### config.mk
export PLATFORM = sky130hd
export DESIGN_NAME = asram_bridge
export DESIGN_NICKNAME = d
export VERILOG_FILES = /design/src/rtl/asram_pkg.sv /design/src/rtl/asram_wait_ctr.sv /design/src/rtl/asram_seq.sv /design/src/rtl/asram_dpath.sv /design/src/rtl/asram_bridge.sv
export SDC_FILE = /design/constraint.sdc
export NUM_CORES = 1
export LEC_CHECK = 0
export BUFFER_PORTS_ARGS = -buffer_cell sky130_fd_sc_hd__buf_2
export CORE_MARGIN = 3
export CORE_UTILIZATION = 43
export DETAILED_ROUTE_END_ITERATION = 6
export PLACE_DENSITY = 0.78
export SYNTH_ARGS = -nofsm -noshare
export SYNTH_HDL_FRONTEND = slang
export SYNTH_SLANG_ARGS = --single-unit
### constraint.sdc
create_clock -name clk -period 1.4 [get_ports clk]
set_input_delay 0.28 -clock clk [delete_from_list [all_inputs] [get_ports clk]]
set_output_delay 0.28 -clock clk [all_outputs]
set_load 0.03 [all_outputs]
### src/rtl/asram_pkg.sv
`timescale 1ns/1ps
package asram_pkg;

  typedef enum logic [2:0] {
    ST_IDLE,
    ST_RD_WAIT,
    ST_RD_DONE,
    ST_TURN,
    ST_WR_PULSE,
    ST_WR_RECOV
  } seq_state_e;

  // Round a nanosecond minimum up to whole clock periods, never below one.
  function automatic int ns_to_cycles(input int t_ns, input int clk_ns);
    int c;
    c = (t_ns + clk_ns - 1) / clk_ns;
    return (c < 1) ? 1 : c;
  endfunction

  function automatic int max2(input int a, input int b);
    return (a > b) ? a : b;
  endfunction

endpackage

### src/rtl/asram_wait_ctr.sv
`timescale 1ns/1ps
module asram_wait_ctr #(
  parameter int CW = 2
) (
  input  logic          clk,
  input  logic          rst_n,
  input  logic          load,
  input  logic [CW-1:0] load_val,
  output logic          expired
);

  logic [CW-1:0] cnt_q;
  logic [CW-1:0] cnt_d;

  always_comb begin
    cnt_d = cnt_q;
    if (load) begin
      cnt_d = load_val;
    end else if (cnt_q != '0) begin
      cnt_d = cnt_q - 1'b1;
    end
  end

  always_ff @(posedge clk or negedge rst_n) begin
    if (!rst_n) begin
      cnt_q <= '0;
    end else begin
      cnt_q <= cnt_d;
    end
  end

  assign expired = (cnt_q == '0);

  // a running window shrinks by exactly one per cycle until it expires
  assert_window_step_R3: assert property (@(posedge clk) disable iff (!rst_n)
    (!load && !expired) |=> (cnt_q == $past(cnt_q) - 1'b1));

endmodule

### src/rtl/asram_seq.sv
`timescale 1ns/1ps
module asram_seq
  import asram_pkg::*;
#(
  parameter int AA_C = 3,
  parameter int WP_C = 2,
  parameter int WR_C = 1,
  parameter int OZ_C = 2,
  parameter int CW   = 2
) (
  input  logic          clk,
  input  logic          rst_n,
  input  logic          req_valid,
  input  logic          req_write,
  input  logic          wait_done,
  output logic          lat_en,
  output logic          cap_en,
  output logic          ctr_load,
  output logic [CW-1:0] ctr_val,
  output logic          ack,
  output logic          cs_n,
  output logic          ce,
  output logic          we_n,
  output logic          oe_n,
  output logic          dq_oe
);

  seq_state_e st_q, st_d;
  logic prev_rd_q, prev_rd_d;
  logic ack_q, ack_d;
  logic cs_n_q, cs_n_d;
  logic ce_q, ce_d;
  logic we_n_q, we_n_d;
  logic oe_n_q, oe_n_d;
  logic dq_oe_q, dq_oe_d;

  // next-state and control decode
  always_comb begin
    st_d     = st_q;
    lat_en   = 1'b0;
    cap_en   = 1'b0;
    ctr_load = 1'b0;
    ctr_val  = '0;
    case (st_q)
      ST_IDLE: begin
        if (req_valid && !ack_q) begin
          lat_en   = 1'b1;
          ctr_load = 1'b1;
          if (!req_write) begin
            st_d    = ST_RD_WAIT;
            ctr_val = CW'(AA_C - 1);
          end else if (prev_rd_q) begin
            st_d    = ST_TURN;
            ctr_val = CW'(OZ_C - 1);
          end else begin
            st_d    = ST_WR_PULSE;
            ctr_val = CW'(WP_C - 1);
          end
        end
      end
      ST_RD_WAIT: begin
        if (wait_done) begin
          st_d   = ST_RD_DONE;
          cap_en = 1'b1;
        end
      end
      ST_RD_DONE: begin
        st_d = ST_IDLE;
      end
      ST_TURN: begin
        if (wait_done) begin
          st_d     = ST_WR_PULSE;
          ctr_load = 1'b1;
          ctr_val  = CW'(WP_C - 1);
        end
      end
      ST_WR_PULSE: begin
        if (wait_done) begin
          st_d     = ST_WR_RECOV;
          ctr_load = 1'b1;
          ctr_val  = CW'(WR_C - 1);
        end
      end
      ST_WR_RECOV: begin
        if (wait_done) begin
          st_d = ST_IDLE;
        end
      end
      default: st_d = ST_IDLE;
    endcase
  end

  // output decode from the upcoming state so pins come straight from flops
  always_comb begin
    cs_n_d  = (st_d == ST_IDLE);
    ce_d    = (st_d != ST_IDLE);
    oe_n_d  = (st_d != ST_RD_WAIT);
    we_n_d  = (st_d != ST_WR_PULSE);
    dq_oe_d = (st_d == ST_WR_PULSE) || (st_d == ST_WR_RECOV);
    ack_d   = (st_d == ST_RD_DONE) || ((st_q == ST_WR_RECOV) && wait_done);
    if (st_d == ST_RD_WAIT) begin
      prev_rd_d = 1'b1;
    end else if (st_d == ST_WR_PULSE) begin
      prev_rd_d = 1'b0;
    end else begin
      prev_rd_d = prev_rd_q;
    end
  end

  always_ff @(posedge clk or negedge rst_n) begin
    if (!rst_n) begin
      st_q      <= ST_IDLE;
      prev_rd_q <= 1'b0;
      ack_q     <= 1'b0;
      cs_n_q    <= 1'b1;
      ce_q      <= 1'b0;
      we_n_q    <= 1'b1;
      oe_n_q    <= 1'b1;
      dq_oe_q   <= 1'b0;
    end else begin
      st_q      <= st_d;
      prev_rd_q <= prev_rd_d;
      ack_q     <= ack_d;
      cs_n_q    <= cs_n_d;
      ce_q      <= ce_d;
      we_n_q    <= we_n_d;
      oe_n_q    <= oe_n_d;
      dq_oe_q   <= dq_oe_d;
    end
  end

  assign ack   = ack_q;
  assign cs_n  = cs_n_q;
  assign ce    = ce_q;
  assign we_n  = we_n_q;
  assign oe_n  = oe_n_q;
  assign dq_oe = dq_oe_q;

  // checker: run length of output enable held high, saturating
  localparam int OZ_SAT = OZ_C + 2;
  localparam int TW     = $clog2(OZ_SAT + 1);
  logic [TW-1:0] oe_hi_cnt;

  always_ff @(posedge clk or negedge rst_n) begin
    if (!rst_n) begin
      oe_hi_cnt <= TW'(OZ_SAT);
    end else if (!oe_n_q) begin
      oe_hi_cnt <= '0;
    end else if (oe_hi_cnt != TW'(OZ_SAT)) begin
      oe_hi_cnt <= oe_hi_cnt + 1'b1;
    end
  end

  // drive starts only after memory release time plus the done/idle cycles
  assert_release_wait_R7: assert property (@(posedge clk) disable iff (!rst_n)
    $rose(dq_oe_q) |-> (oe_hi_cnt >= TW'(OZ_SAT)));

  // never fight the memory's output drivers
  assert_no_contention_R9: assert property (@(posedge clk) disable iff (!rst_n)
    dq_oe_q |-> oe_n_q);

  // a strobe low only with the part selected and data on the pins
  assert_strobe_qualified_R5: assert property (@(posedge clk) disable iff (!rst_n)
    !we_n_q |-> (!cs_n_q && ce_q && dq_oe_q));

  // the strobe never falls again in the cycle after it rises
  assert_strobe_gap_R6: assert property (@(posedge clk) disable iff (!rst_n)
    $rose(we_n_q) |=> we_n_q);

  // acknowledge is a single-cycle pulse
  assert_ack_pulse_R10: assert property (@(posedge clk) disable iff (!rst_n)
    ack_q |=> !ack_q);

endmodule

### src/rtl/asram_dpath.sv
`timescale 1ns/1ps
module asram_dpath #(
  parameter int AW = 15,
  parameter int DW = 8
) (
  input  logic          clk,
  input  logic          rst_n,
  input  logic          lat_en,
  input  logic          cap_en,
  input  logic [AW-1:0] req_addr,
  input  logic [DW-1:0] req_wdata,
  input  logic [DW-1:0] mem_dq_in,
  output logic [AW-1:0] mem_addr,
  output logic [DW-1:0] mem_dq_out,
  output logic [DW-1:0] rsp_rdata
);

  logic [AW-1:0] addr_q;
  logic [DW-1:0] wd_q;
  logic [DW-1:0] rd_q;

  always_ff @(posedge clk or negedge rst_n) begin
    if (!rst_n) begin
      addr_q <= '0;
      wd_q   <= '0;
    end else if (lat_en) begin
      addr_q <= req_addr;
      wd_q   <= req_wdata;
    end
  end

  always_ff @(posedge clk or negedge rst_n) begin
    if (!rst_n) begin
      rd_q <= '0;
    end else if (cap_en) begin
      rd_q <= mem_dq_in;
    end
  end

  assign mem_addr   = addr_q;
  assign mem_dq_out = wd_q;
  assign rsp_rdata  = rd_q;

endmodule

### src/rtl/asram_bridge.sv
`timescale 1ns/1ps
module asram_bridge
  import asram_pkg::*;
#(
  parameter int AW      = 15,
  parameter int DW      = 8,
  parameter int CLK_NS  = 10,
  parameter int T_WP_NS = 20,
  parameter int T_DS_NS = 15,
  parameter int T_WR_NS = 5,
  parameter int T_AA_NS = 25,
  parameter int T_OZ_NS = 13
) (
  input  logic          clk,
  input  logic          rst_n,
  input  logic          req_valid,
  input  logic          req_write,
  input  logic [AW-1:0] req_addr,
  input  logic [DW-1:0] req_wdata,
  output logic          req_ack,
  output logic [DW-1:0] rsp_rdata,
  output logic [AW-1:0] mem_addr,
  output logic          mem_ce,
  output logic          mem_cs_n,
  output logic          mem_we_n,
  output logic          mem_oe_n,
  output logic [DW-1:0] mem_dq_out,
  output logic          mem_dq_oe,
  input  logic [DW-1:0] mem_dq_in
);

  // address-valid-to-strobe-end equals the strobe width because the address
  // is set in the cycle the strobe falls; data setup may stretch the pulse
  localparam int AA_C = ns_to_cycles(T_AA_NS, CLK_NS);
  localparam int WP_C = max2(ns_to_cycles(T_WP_NS, CLK_NS), ns_to_cycles(T_DS_NS, CLK_NS));
  localparam int WR_C = ns_to_cycles(T_WR_NS, CLK_NS);
  localparam int OZ_C = ns_to_cycles(T_OZ_NS, CLK_NS);
  localparam int MAXC = max2(max2(AA_C, WP_C), max2(WR_C, OZ_C));
  localparam int CW   = (MAXC > 1) ? $clog2(MAXC) : 1;

  // asynchronous assert, synchronous release
  logic [1:0] rst_pipe;
  logic       rst_int_n;

  always_ff @(posedge clk or negedge rst_n) begin
    if (!rst_n) begin
      rst_pipe <= 2'b00;
    end else begin
      rst_pipe <= {rst_pipe[0], 1'b1};
    end
  end

  assign rst_int_n = rst_pipe[1];

  logic          lat_en;
  logic          cap_en;
  logic          ctr_load;
  logic [CW-1:0] ctr_val;
  logic          wait_done;

  asram_wait_ctr #(.CW(CW)) u_ctr (
    .clk      (clk),
    .rst_n    (rst_int_n),
    .load     (ctr_load),
    .load_val (ctr_val),
    .expired  (wait_done)
  );

  asram_seq #(
    .AA_C (AA_C),
    .WP_C (WP_C),
    .WR_C (WR_C),
    .OZ_C (OZ_C),
    .CW   (CW)
  ) u_seq (
    .clk       (clk),
    .rst_n     (rst_int_n),
    .req_valid (req_valid),
    .req_write (req_write),
    .wait_done (wait_done),
    .lat_en    (lat_en),
    .cap_en    (cap_en),
    .ctr_load  (ctr_load),
    .ctr_val   (ctr_val),
    .ack       (req_ack),
    .cs_n      (mem_cs_n),
    .ce        (mem_ce),
    .we_n      (mem_we_n),
    .oe_n      (mem_oe_n),
    .dq_oe     (mem_dq_oe)
  );

  asram_dpath #(.AW(AW), .DW(DW)) u_dpath (
    .clk        (clk),
    .rst_n      (rst_int_n),
    .lat_en     (lat_en),
    .cap_en     (cap_en),
    .req_addr   (req_addr),
    .req_wdata  (req_wdata),
    .mem_dq_in  (mem_dq_in),
    .mem_addr   (mem_addr),
    .mem_dq_out (mem_dq_out),
    .rsp_rdata  (rsp_rdata)
  );

  // address and data do not move while the strobe is low
  assert_pulse_stable_R5: assert property (@(posedge clk) disable iff (!rst_int_n)
    (!mem_we_n && !$past(mem_we_n)) |-> ($stable(mem_addr) && $stable(mem_dq_out)));

  // output enable low only in a fully qualified read
  assert_read_qualified_R3: assert property (@(posedge clk) disable iff (!rst_int_n)
    !mem_oe_n |-> (!mem_cs_n && mem_ce && mem_we_n && !mem_dq_oe));

  // address held across consecutive read-window cycles
  assert_read_addr_R3: assert property (@(posedge clk) disable iff (!rst_int_n)
    (!mem_oe_n && !$past(mem_oe_n)) |-> $stable(mem_addr));

endmodule

==> results.py, run 1 <==
metrics = {
    "cts": {
        "tritoncts": "done",
        "cts_inserted_buffers": 5,
        "cts.reportedPaths.clkPinSlew_ns": 0.09,
        "clk_latency_ns": 0.30,
        "cts_buffer_depth": 2,
        "cts_root_buf": "sky130_fd_sc_hd__clkbuf_8",
        "clock-sinks": 45,
        "cts_htree_levels": 2,
    },
    "run_status": {
        "failed_checks": "negative setup slack",
        "status": "finished, violations left",
    },
    "routing": {
        "detail_route.vias_per_cell": 4.650,
        "routed_wl_um": 4100,
        "remaining_number_of_nets_flagged_by_the_antenna_check_after_routing": 0,
        "drt_pass_1_iters": 3,
        "drcViolationCount": 0,
        "drtIter0Drc": 54,
        "wire_per_inst_um": 12.69,
        "num_vias": 1502,
    },
    "timing": {
        "peak_freq_mhz": 643.7,
        "final-hold-violation-count": 0,
        "final.setup.tns_ns": -4.266,
        "slew_violations": 0,
        "fin_worst_skew_ns": 0.01292,
        "setup_viol": 39,
        "hold_slack_ns": 0.1329,
        "layout_min_cycle_time_ns": 1.553,
        "final_min_period_over_clock_period": 1.110,
        "grt_setup_unrepaired": "yes",
        "setup_ws_ns": -0.1535,
    },
    "grt": {
        "via_count_of_the_first_global_routing_pass": 1473,
        "maximum_number_of_pins_on_one_net_before_global_route_repair": 34,
        "track_usage": 0.1696,
        "grt_pass1_wl_um": 6748,
        "global_route_overflow": 0,
        "grt_antenna_before_repair": 0,
    },
    "critical_path": {
        "setup.worst_path.start_class": "flip-flop",
        "critPathArrivalTime_ns": 1.74,
        "crit_type": "reg -> reg",
        "cp_max_fo": 23,
        "endpoint_kind": "flip-flop",
        "worst_ep_required_time_ns": 1.59,
    },
    "die": {
        "placementRows": 23,
        "die_x_um": 71.63,
        "floorplan.io_pins": 72,
        "die_area_mm2": 0.005130,
        "placeableCoreArea_mm2": 0.004086,
        "chipHeight_um": 71.63,
        "initial_core_util": 0.4532,
    },
    "yosys": {
        "netlist_area_mm2": 0.001852,
        "post_synth.cell_area_avg_um2": 10.70,
        "post-synth-top-area-fraction": 0.5676,
        "synth.top_cells.by_area": "sky130_fd_sc_hd__dfrtp_1, sky130_fd_sc_hd__nand2_1, sky130_fd_sc_hd__mux2_2, sky130_fd_sc_hd__dfstp_2, sky130_fd_sc_hd__buf_2",
        "postSynthRegisterBits": 45,
        "seq_area_frac_synth": 0.6101,
        "synthesis.nets": 209,
        "syn_inst_count": 173,
        "synthDistinctLibCells": 31,
        "synth_area_leader_cell": "sky130_fd_sc_hd__dfrtp_1",
        "ys.warnings.count": 0,
    },
    "pwr": {
        "register_share_of_total_power": 0.321,
        "cellLeakagePower_nw": 1.475,
        "pwr-share-clk": 0.114,
        "vdd.ir_drop.worst_v": 0.001160,
        "switching_share": 0.4436,
        "intPower_mw": 3.911,
        "power.density_cell_area_mw_per_mm2": 2564,
        "switchingPower_mw": 3.118,
        "comb_power_share": 0.565,
    },
    "finish": {
        "multiInputGateArea_um2": 774.5,
        "postLayoutCoreUtil": 0.6709,
        "most-common-layout-cells": "sky130_fd_sc_hd__buf_2, sky130_fd_sc_hd__nand2_1, sky130_fd_sc_hd__dfrtp_1",
        "layout.area.seq_mm2": 0.001134,
        "filler_cell_count": 325,
        "nNetsFinal": 308,
        "diodes": 0,
        "layout-area-overhead-vs-synth_pct": 48.04,
        "layout-drive-gt1-share": 0.5678,
        "mostFrequentLayoutCell": "sky130_fd_sc_hd__buf_2",
    },
    "placed_design": {
        "detailed_place_hpwl_um": 2931,
        "routabilityCongestion": 0.8070,
        "detailedPlace.worstSlack_ns": -0.1913,
        "portBuffers": 71,
    },
    "flow_run": {
        "max_cap_violations": 0,
    },
    "worst_hold_path": {
        "worstHoldPathType": "reg -> async",
    },
}
cell usage after synthesis:
library cell               count
sky130_fd_sc_hd__dfrtp_1      42
sky130_fd_sc_hd__dfstp_2       3
sky130_fd_sc_hd__nor3_2        2
sky130_fd_sc_hd__a211oi_4      1
sky130_fd_sc_hd__a22o_1        1
sky130_fd_sc_hd__xnor2_1       1
sky130_fd_sc_hd__buf_6         2
sky130_fd_sc_hd__nand2_1      75
sky130_fd_sc_hd__inv_2         3
sky130_fd_sc_hd__nand3b_1      1
sky130_fd_sc_hd__a21oi_1       1
sky130_fd_sc_hd__nand3b_2      1
sky130_fd_sc_hd__nor4b_1       1
sky130_fd_sc_hd__and3_1        2
sky130_fd_sc_hd__nor2b_1       2
sky130_fd_sc_hd__o211a_1       1
sky130_fd_sc_hd__conb_1        1
sky130_fd_sc_hd__nand3_1       1
sky130_fd_sc_hd__o21ai_0       2
sky130_fd_sc_hd__mux2_2        8
sky130_fd_sc_hd__inv_1         5
sky130_fd_sc_hd__o211ai_4      1
sky130_fd_sc_hd__buf_2         5
sky130_fd_sc_hd__nor2_1        3
sky130_fd_sc_hd__ha_1          1
sky130_fd_sc_hd__o31ai_1       1
sky130_fd_sc_hd__nor2b_4       1
sky130_fd_sc_hd__a211oi_1      2
sky130_fd_sc_hd__o32ai_2       1
sky130_fd_sc_hd__nor4b_4       1
sky130_fd_sc_hd__o211ai_1      1
metrics by stage:
| stage | cells | cell area, µm² | total power, mW |
|---|---|---|---|
| 6_report | 323 | 2741 | 7.029 |
| 5_1_grt | 323 | 2741 | 7.526 |
| 4_1_cts | 322 | 2686 | 6.946 |
| 3_5_place_dp | 307 | 2449 | 5.763 |
| 3_3_place_gp | 307 | 2449 | 5.677 |
| 2_1_floorplan | 173 | 1914 | 4.679 |
final timing paths:
path,start,end,slack [ns],depth (start not counted)
setup / recovery,u_seq.st_q[0],u_dpath.mem_addr[3],-0.15,7
min in group clk,req_wdata[1],u_dpath.mem_dq_out[1],0.16,3
hold reg to reg,rst_pipe[1],u_seq.st_q[2],0.13,0
setup reg to reg,u_seq.st_q[0],u_dpath.mem_addr[3],-0.15,7
hold / removal,rst_pipe[1],u_seq.st_q[2],0.13,0
max in group asynchronous,rst_pipe[1],u_dpath.rsp_rdata[7],0.80,1
cell type report:
type,instances,share of cell area
sequential,45,0.4135
multi-input combinational,113,0.2825
timing repair buffer,99,0.2328
clock buffer,5,0.02510
tap,50,0.02282
inverter,8,0.01552
clock inverter,3,0.007759
registers in the layout, summed over array words and instances, names as in the netlist:
register / flops
u_dpath.mem_addr: 15
u_dpath.mem_dq_out: 8
u_dpath.rsp_rdata: 8
u_seq.st_q: 3
rst_pipe: 2
u_ctr.cnt_q: 2
u_seq.ack: 1
u_seq.ce: 1
u_seq.cs_n: 1
u_seq.dq_oe: 1
u_seq.oe_n: 1
u_seq.prev_rd_q: 1
u_seq.we_n: 1
power groups by stage:
stage / registers, mW / logic, mW / clock network [mW]
detailed placement: 2.24 / 3.52 / 0
global placement: 2.22 / 3.45 / 0
global route: 2.32 / 4.30 / 0.906
floorplan: 3.27 / 1.41 / 0
finish: 2.26 / 3.97 / 0.800
CTS: 2.21 / 3.89 / 0.839
kinds of logic after synthesis:
family / count (synthesis) / synth area share
AND/OR/NAND/NOR: 90 / 0.2203
flip-flops: 45 / 0.6101
buffers and inverters: 15 / 0.04189
AO/OA/AOI/OAI: 12 / 0.06554
multiplexers: 8 / 0.04865
adder cells (fa/ha/maj): 1 / 0.006756
other: 1 / 0.002025
XOR/XNOR: 1 / 0.004731
repair_timing:
action,CTS,global route
hold endpoints to repair,2,0
pin swaps,8,5
endpoints found under the setup margin,39,40
setup buffers,6,2
resized for setup,18,21
hold buffers,1,0
worst max-delay path: stages, from the launching register on:
cell and delay [ns]:
sky130_fd_sc_hd__dfrtp_1 0.42, sky130_fd_sc_hd__nor4b_4 0.36, sky130_fd_sc_hd__nor2b_4 0.23, sky130_fd_sc_hd__buf_12 0.14, sky130_fd_sc_hd__buf_12 0.11, sky130_fd_sc_hd__inv_12 0.06, sky130_fd_sc_hd__nand2_1 0.07, sky130_fd_sc_hd__nand2_1 0.05
metal layers:
layer / wire length, µm / global-route usage / vias up
li1: - / - / 747
met1: 1837 / 0.2251 / 698
met2: 1925 / 0.2745 / 49
met3: 287 / 0.04067 / 8
met4: 49 / 0.05637 / 0
met5: 0 / 0 / -
Power figures use the tool's default switching activity.
==> run 2: changes to the inputs <==
- ABC_AREA: default -> 1
- CORE_UTILIZATION: 43 -> 44
- PLACE_DENSITY: 0.78 -> 0.79
- SKIP_LAST_GASP: default -> 1
==> results.py, run 2 <==
metrics = {
    "yosys": {
        "syn_inst_count": 141,
        "netlist_area_mm2": 0.001928,
        "async_flop_share": 1.000,
        "synthesis.nets": 177,
        "post-synth-top-area-fraction": 0.5451,
        "synth_ff_type": "sky130_fd_sc_hd__dfrtp_1",
        "postSynthRegisterBits": 45,
        "post_synth.cell_area_avg_um2": 13.67,
        "yosysMostFrequentCell": "sky130_fd_sc_hd__dfrtp_1",
        "synth_common_cells": "sky130_fd_sc_hd__dfrtp_1, sky130_fd_sc_hd__mux2_4, sky130_fd_sc_hd__nand2_1",
        "ys.warnings.count": 0,
        "seq_area_frac_synth": 0.5860,
        "synth_enable_flop_cells": 0,
        "synth.top_cells.by_area": "sky130_fd_sc_hd__dfrtp_1, sky130_fd_sc_hd__mux2_4, sky130_fd_sc_hd__mux2_2, sky130_fd_sc_hd__dfstp_2, sky130_fd_sc_hd__nand2_1",
        "synthDistinctLibCells": 23,
        "synth_area_leader_cell": "sky130_fd_sc_hd__dfrtp_1",
    },
    "routing": {
        "drt_pass_1_iters": 4,
        "num_vias": 1306,
        "drcViolationCount": 0,
        "drtIter0Drc": 61,
        "wire_per_inst_um": 13.78,
        "remaining_number_of_nets_flagged_by_the_antenna_check_after_routing": 0,
        "detail_route.vias_per_cell": 4.664,
        "routed_wl_um": 3859,
    },
    "cts": {
        "clock-sinks": 45,
        "tritoncts": "done",
        "cts_htree_levels": 2,
        "cts_root_buf": "sky130_fd_sc_hd__clkbuf_8",
        "cts_inserted_buffers": 5,
        "cts.reportedPaths.clkPinSlew_ns": 0.08,
        "cts_buffer_depth": 2,
        "clk_latency_ns": 0.29,
    },
    "critical_path": {
        "critical_path.reg2reg.endpoint": "u_seq.ce",
        "r2r_setup_slack_ns": 0.003,
        "cp_max_fo": 5,
        "crit-reg2reg-launch": "u_ctr.cnt_q[1]",
        "crit_start": "u_ctr.cnt_q[1]",
        "crit_type": "reg -> reg",
        "worst_ep_required_time_ns": 1.59,
        "critPathArrivalTime_ns": 1.59,
        "setup.worst_path.start_class": "flip-flop",
        "r2r_cells": 8,
        "endpoint_kind": "flip-flop",
    },
    "finish": {
        "nNetsFinal": 265,
        "largest_register_ff_count": 15,
        "postLayoutCoreUtil": 0.6230,
        "most-common-layout-cells": "sky130_fd_sc_hd__buf_2, sky130_fd_sc_hd__dfrtp_1, sky130_fd_sc_hd__nand2_1, sky130_fd_sc_hd__mux2_4, sky130_fd_sc_hd__mux2_2",
        "layout-drive-gt1-share": 0.6391,
        "fin_area_mm2": 0.002564,
        "layoutNonFillerInstCount": 280,
        "layout-area-overhead-vs-synth_pct": 32.97,
        "diodes": 0,
        "mostFrequentLayoutCell": "sky130_fd_sc_hd__buf_2",
        "filler_cell_count": 344,
    },
    "pwr": {
        "total_power_mw": 7.241,
        "switchingPower_mw": 3.133,
        "intPower_mw": 4.109,
        "pwr-share-clk": 0.119,
        "cellLeakagePower_nw": 1.367,
        "power.density_cell_area_mw_per_mm2": 2825,
        "comb_power_share": 0.562,
        "vdd.ir_drop.worst_v": 0.001747,
        "register_share_of_total_power": 0.319,
        "switching_share": 0.4326,
    },
    "timing": {
        "fin_worst_skew_ns": 0.002295,
        "slew_violations": 0,
        "hold_slack_ns": 0.2075,
        "layout_min_cycle_time_ns": 1.397,
        "grt_setup_unrepaired": "yes",
        "setup_ws_ns": 0.003352,
        "peak_freq_mhz": 716.0,
        "final-hold-violation-count": 0,
        "final.setup.tns_ns": 0,
        "setup_viol": 0,
        "final_min_period_over_clock_period": 0.9976,
    },
    "die": {
        "floorplan.io_pins": 72,
        "chipHeight_um": 72.20,
        "die_area_mm2": 0.005212,
        "die_x_um": 72.20,
        "placeableCoreArea_mm2": 0.004115,
        "placementRows": 23,
        "initial_core_util": 0.4685,
    },
    "placed_design": {
        "routabilityCongestion": 0.8886,
        "portBuffers": 71,
        "detailed_place_hpwl_um": 2927,
        "post-place-cells": 268,
        "detailedPlace.worstSlack_ns": -0.04220,
        "post_dp_cell_area_mm2": 0.002415,
    },
    "grt": {
        "grt_pass1_wl_um": 6389,
        "global_route_overflow": 0,
        "maximum_number_of_pins_on_one_net_before_global_route_repair": 29,
        "grt_antenna_before_repair": 0,
        "track_usage": 0.1646,
        "via_count_of_the_first_global_routing_pass": 1346,
    },
    "flow_run": {
        "max_cap_violations": 0,
    },
    "run_status": {
        "status": "finished clean",
    },
    "worst_hold_path": {
        "worstHoldPathType": "reg -> async",
    },
}
-- run 2: layer usage --
layer | track usage | routed length (µm)
met5 | 0 | 0
met4 | 0.08142 | 89
met3 | 0.05679 | 274
met2 | 0.2558 | 1935
met1 | 0.2042 | 1559
-- run 2: worst max-delay path, stage by stage, from the launching register on --
cell	delay (ns)
sky130_fd_sc_hd__dfrtp_1	0.39
sky130_fd_sc_hd__inv_2	0.08
sky130_fd_sc_hd__ha_4	0.17
sky130_fd_sc_hd__inv_2	0.06
sky130_fd_sc_hd__nand4_1	0.10
sky130_fd_sc_hd__buf_4	0.13
sky130_fd_sc_hd__nand3_4	0.10
sky130_fd_sc_hd__nor3_4	0.23
sky130_fd_sc_hd__inv_2	0.04
-- run 2: repair_timing --
action | CTS | global route
hold buffers | 1 | 0
setup endpoints to repair | 2 | 13
hold endpoints to repair | 2 | 0
pin swaps | 1 | 1
buffers inserted | 1 | 2
cloned | 0 | 0
gates resized for setup | 2 | 5
-- run 2: cell type report --
type / instances / area, µm² / share of cell area
clock buffer: 7 / 96.34 / 0.03758
tap: 50 / 62.56 / 0.02440
clock inverter: 1 / 5.005 / 0.001952
multi-input combinational: 79 / 748.2 / 0.2918
inverter: 15 / 56.30 / 0.02196
sequential: 45 / 1131 / 0.4412
timing repair buffer: 83 / 464.2 / 0.1811
-- run 2: kinds of logic after synthesis --
logic type      Yosys count  share of synthesized area
other cells               1                   0.001945
fa+ha+maj                 1                   0.006488
flops                    45                     0.5860
simple gates             41                     0.1330
buf+inv                  17                    0.04088
mux                      31                     0.2180
compound gates            5                    0.01362
-- run 2: worst max-delay path by stage --
stage	end	cells past startpoint
final	u_seq.ce	8
after CTS	u_seq.ce	9
after floorplan	u_dpath.mem_addr[10]	4
after detailed placement	u_seq.ce	9
after global placement	u_seq.ce	9
after global routing	u_ctr.cnt_q[0]	8
-- run 2: power groups by stage --
stage	combinational (mW)	clock, mW	sequential [mW]
detailed placement	3.98	0	2.31
CTS	4.01	0.907	2.31
finish	4.07	0.865	2.31
global placement	3.88	0	2.29
floorplan	1.85	0	3.42
global route	4.36	0.972	2.40
==> run 3: changes to the inputs <==
- BUFFER_PORTS_ARGS: -buffer_cell sky130_fd_sc_hd__buf_2 -> -buffer_cell sky130_fd_sc_hd__clkbuf_2
- CELL_PAD_IN_SITES_DETAIL_PLACEMENT: default -> 1
- CELL_PAD_IN_SITES_GLOBAL_PLACEMENT: default -> 1
- CORE_UTILIZATION: 44 -> 34
- PLACE_DENSITY: 0.79 -> 0.78
==> results.py, run 3 (same netlist as run 2, synthesis figures left out) <==
metrics = {
    "finish": {
        "postLayoutCoreUtil": 0.4946,
        "nNetsFinal": 266,
        "layout.area.seq_mm2": 0.001131,
        "filler_cell_count": 600,
        "layoutNonFillerInstCount": 301,
        "largest_register_ff_count": 15,
        "most-common-layout-cells": "sky130_fd_sc_hd__clkbuf_2, sky130_fd_sc_hd__dfrtp_1, sky130_fd_sc_hd__nand2_1, sky130_fd_sc_hd__mux2_4, sky130_fd_sc_hd__mux2_2",
        "layout-drive-gt1-share": 0.6494,
        "multiInputGateArea_um2": 750.7,
        "diodes": 0,
        "layout-area-overhead-vs-synth_pct": 36.02,
        "mostFrequentLayoutCell": "sky130_fd_sc_hd__clkbuf_2",
    },
    "cts": {
        "clock-sinks": 45,
        "tritoncts": "done",
        "cts_inserted_buffers": 5,
        "cts_htree_levels": 2,
        "clk_latency_ns": 0.31,
        "cts_buffer_depth": 2,
        "cts.reportedPaths.clkPinSlew_ns": 0.08,
        "cts_root_buf": "sky130_fd_sc_hd__clkbuf_8",
    },
    "placed_design": {
        "detailed_place_hpwl_um": 3561,
        "portBuffers": 71,
        "post-place-cells": 285,
        "routabilityCongestion": 0.8031,
    },
    "die": {
        "floorplan.io_pins": 72,
        "placementRows": 26,
        "die_area_mm2": 0.006611,
        "chipHeight_um": 81.31,
        "placeableCoreArea_mm2": 0.005303,
        "die_x_um": 81.31,
        "initial_core_util": 0.3636,
    },
    "pwr": {
        "cellLeakagePower_nw": 1.396,
        "vdd.ir_drop.worst_v": 0.001139,
        "power.density_cell_area_mw_per_mm2": 2847,
        "total_power_mw": 7.466,
    },
    "run_status": {
        "status": "finished, violations left",
        "failed_checks": "negative setup slack",
    },
    "grt": {
        "track_usage": 0.1545,
        "maximum_number_of_pins_on_one_net_before_global_route_repair": 30,
        "grt_antenna_before_repair": 0,
        "global_route_overflow": 0,
        "via_count_of_the_first_global_routing_pass": 1526,
        "grt_pass1_wl_um": 7493,
    },
    "timing": {
        "grt_setup_unrepaired": "yes",
        "final-hold-violation-count": 0,
        "setup_ws_ns": -0.07050,
        "fin_worst_skew_ns": 0.01032,
        "layout_min_cycle_time_ns": 1.470,
        "hold_slack_ns": 0.1787,
        "slew_violations": 0,
        "peak_freq_mhz": 680.0,
        "final_min_period_over_clock_period": 1.050,
        "setup_viol": 9,
    },
    "critical_path": {
        "timing.critical_path.depth": 8,
        "critical_path_buf_inv_count": 4,
        "slowest_stage": "sky130_fd_sc_hd__dfrtp_1",
        "cp_max_fo": 5,
        "r2r_cells": 8,
        "r2r_setup_slack_ns": -0.07,
        "worst_path_dominant_cell_family": "simple AND/OR/NAND/NOR gates",
        "setup.worst_path.start_class": "flip-flop",
        "critical-path-top-cell-by-count": "sky130_fd_sc_hd__inv_2",
        "cp_cell_sequence": "inv_2 -> ha_4 -> inv_4 -> nand4_1 -> buf_4 -> nand3_4 -> nor3_4 -> inv_2",
        "endpoint_kind": "flip-flop",
        "crit_type": "reg -> reg",
        "worst_path_largest_cell_delay_ns": 0.40,
        "worst_ep_required_time_ns": 1.60,
        "critPathArrivalTime_ns": 1.67,
    },
    "routing": {
        "num_vias": 1377,
        "wire_per_inst_um": 15.91,
        "drcViolationCount": 0,
        "detail_route.vias_per_cell": 4.575,
        "routed_wl_um": 4790,
        "remaining_number_of_nets_flagged_by_the_antenna_check_after_routing": 0,
        "drtIter0Drc": 35,
        "drt_pass_1_iters": 2,
    },
    "worst_hold_path": {
        "worstHoldPathType": "reg -> async",
    },
    "flow_run": {
        "max_cap_violations": 0,
    },
}
run 3: cell types whose count changed in the layout (fill, tap and decap cells not counted), sizes merged:
cell and delta:
buf -70, clkbuf +71
run 3: metrics by stage:
stage	setup WS (ns)	setup TNS, ns	instance area (µm²)
2_1_floorplan	-0.01035	-0.1727	1946
6_report	-0.07050	-0.2025	2623
5_1_grt	-0.1522	-1.448	2623
4_1_cts	-0.04982	-0.09456	2599
3_5_place_dp	-0.08959	-0.1349	2442
3_3_place_gp	0.01373	0	2442
run 3: what timing repair did:
action / 4_1_cts / 5_1_grt
hold buffers: 1 / 0
pin swaps: 2 / 3
setup buffers: 5 / 2
gates cloned: 0 / 0
endpoints found under the setup margin: 3 / 29
gates resized for setup: 4 / 5
hold endpoints to repair: 2 / 0
run 3: final timing paths:
path | to | start
max reg2reg | u_seq.ce | u_ctr.cnt_q[0]
min reg2reg | u_dpath.rsp_rdata[4] | rst_pipe[1]
min | u_dpath.rsp_rdata[4] | rst_pipe[1]
min in group clk | u_dpath.mem_addr[8] | req_addr[8]
max in group asynchronous | u_dpath.mem_dq_out[2] | rst_pipe[1]
max | u_seq.ce | u_ctr.cnt_q[0]
run 3: final cells by class:
| type | instances | area share |
|---|---|---|
| Timing Repair Buffer | 84 | 0.1880 |
| Clock buffer | 7 | 0.03674 |
| Clock inverter | 1 | 0.001908 |
| Tap cell | 70 | 0.03340 |
| Sequential cell | 45 | 0.4313 |
| Multi-Input combinational cell | 79 | 0.2863 |
| Inverter | 15 | 0.02242 |
run 3: where the power goes:
| group | switching [mW] | internal [mW] | leakage, nW |
|---|---|---|---|
| clock network | 0.440 | 0.446 | 0.0542 |
| registers | 0.375 | 1.97 | 0.528 |
| logic | 2.49 | 1.74 | 0.814 |
run 3: layer usage:
metal | part of all wire | vias to the layer above | track usage
met5 | 0 | - | 0
met4 | 0.021 | 0 | 0.07601
met3 | 0.038 | 6 | 0.03104
met2 | 0.57 | 26 | 0.2712
met1 | 0.38 | 701 | 0.1778
li1 | - | 644 | -
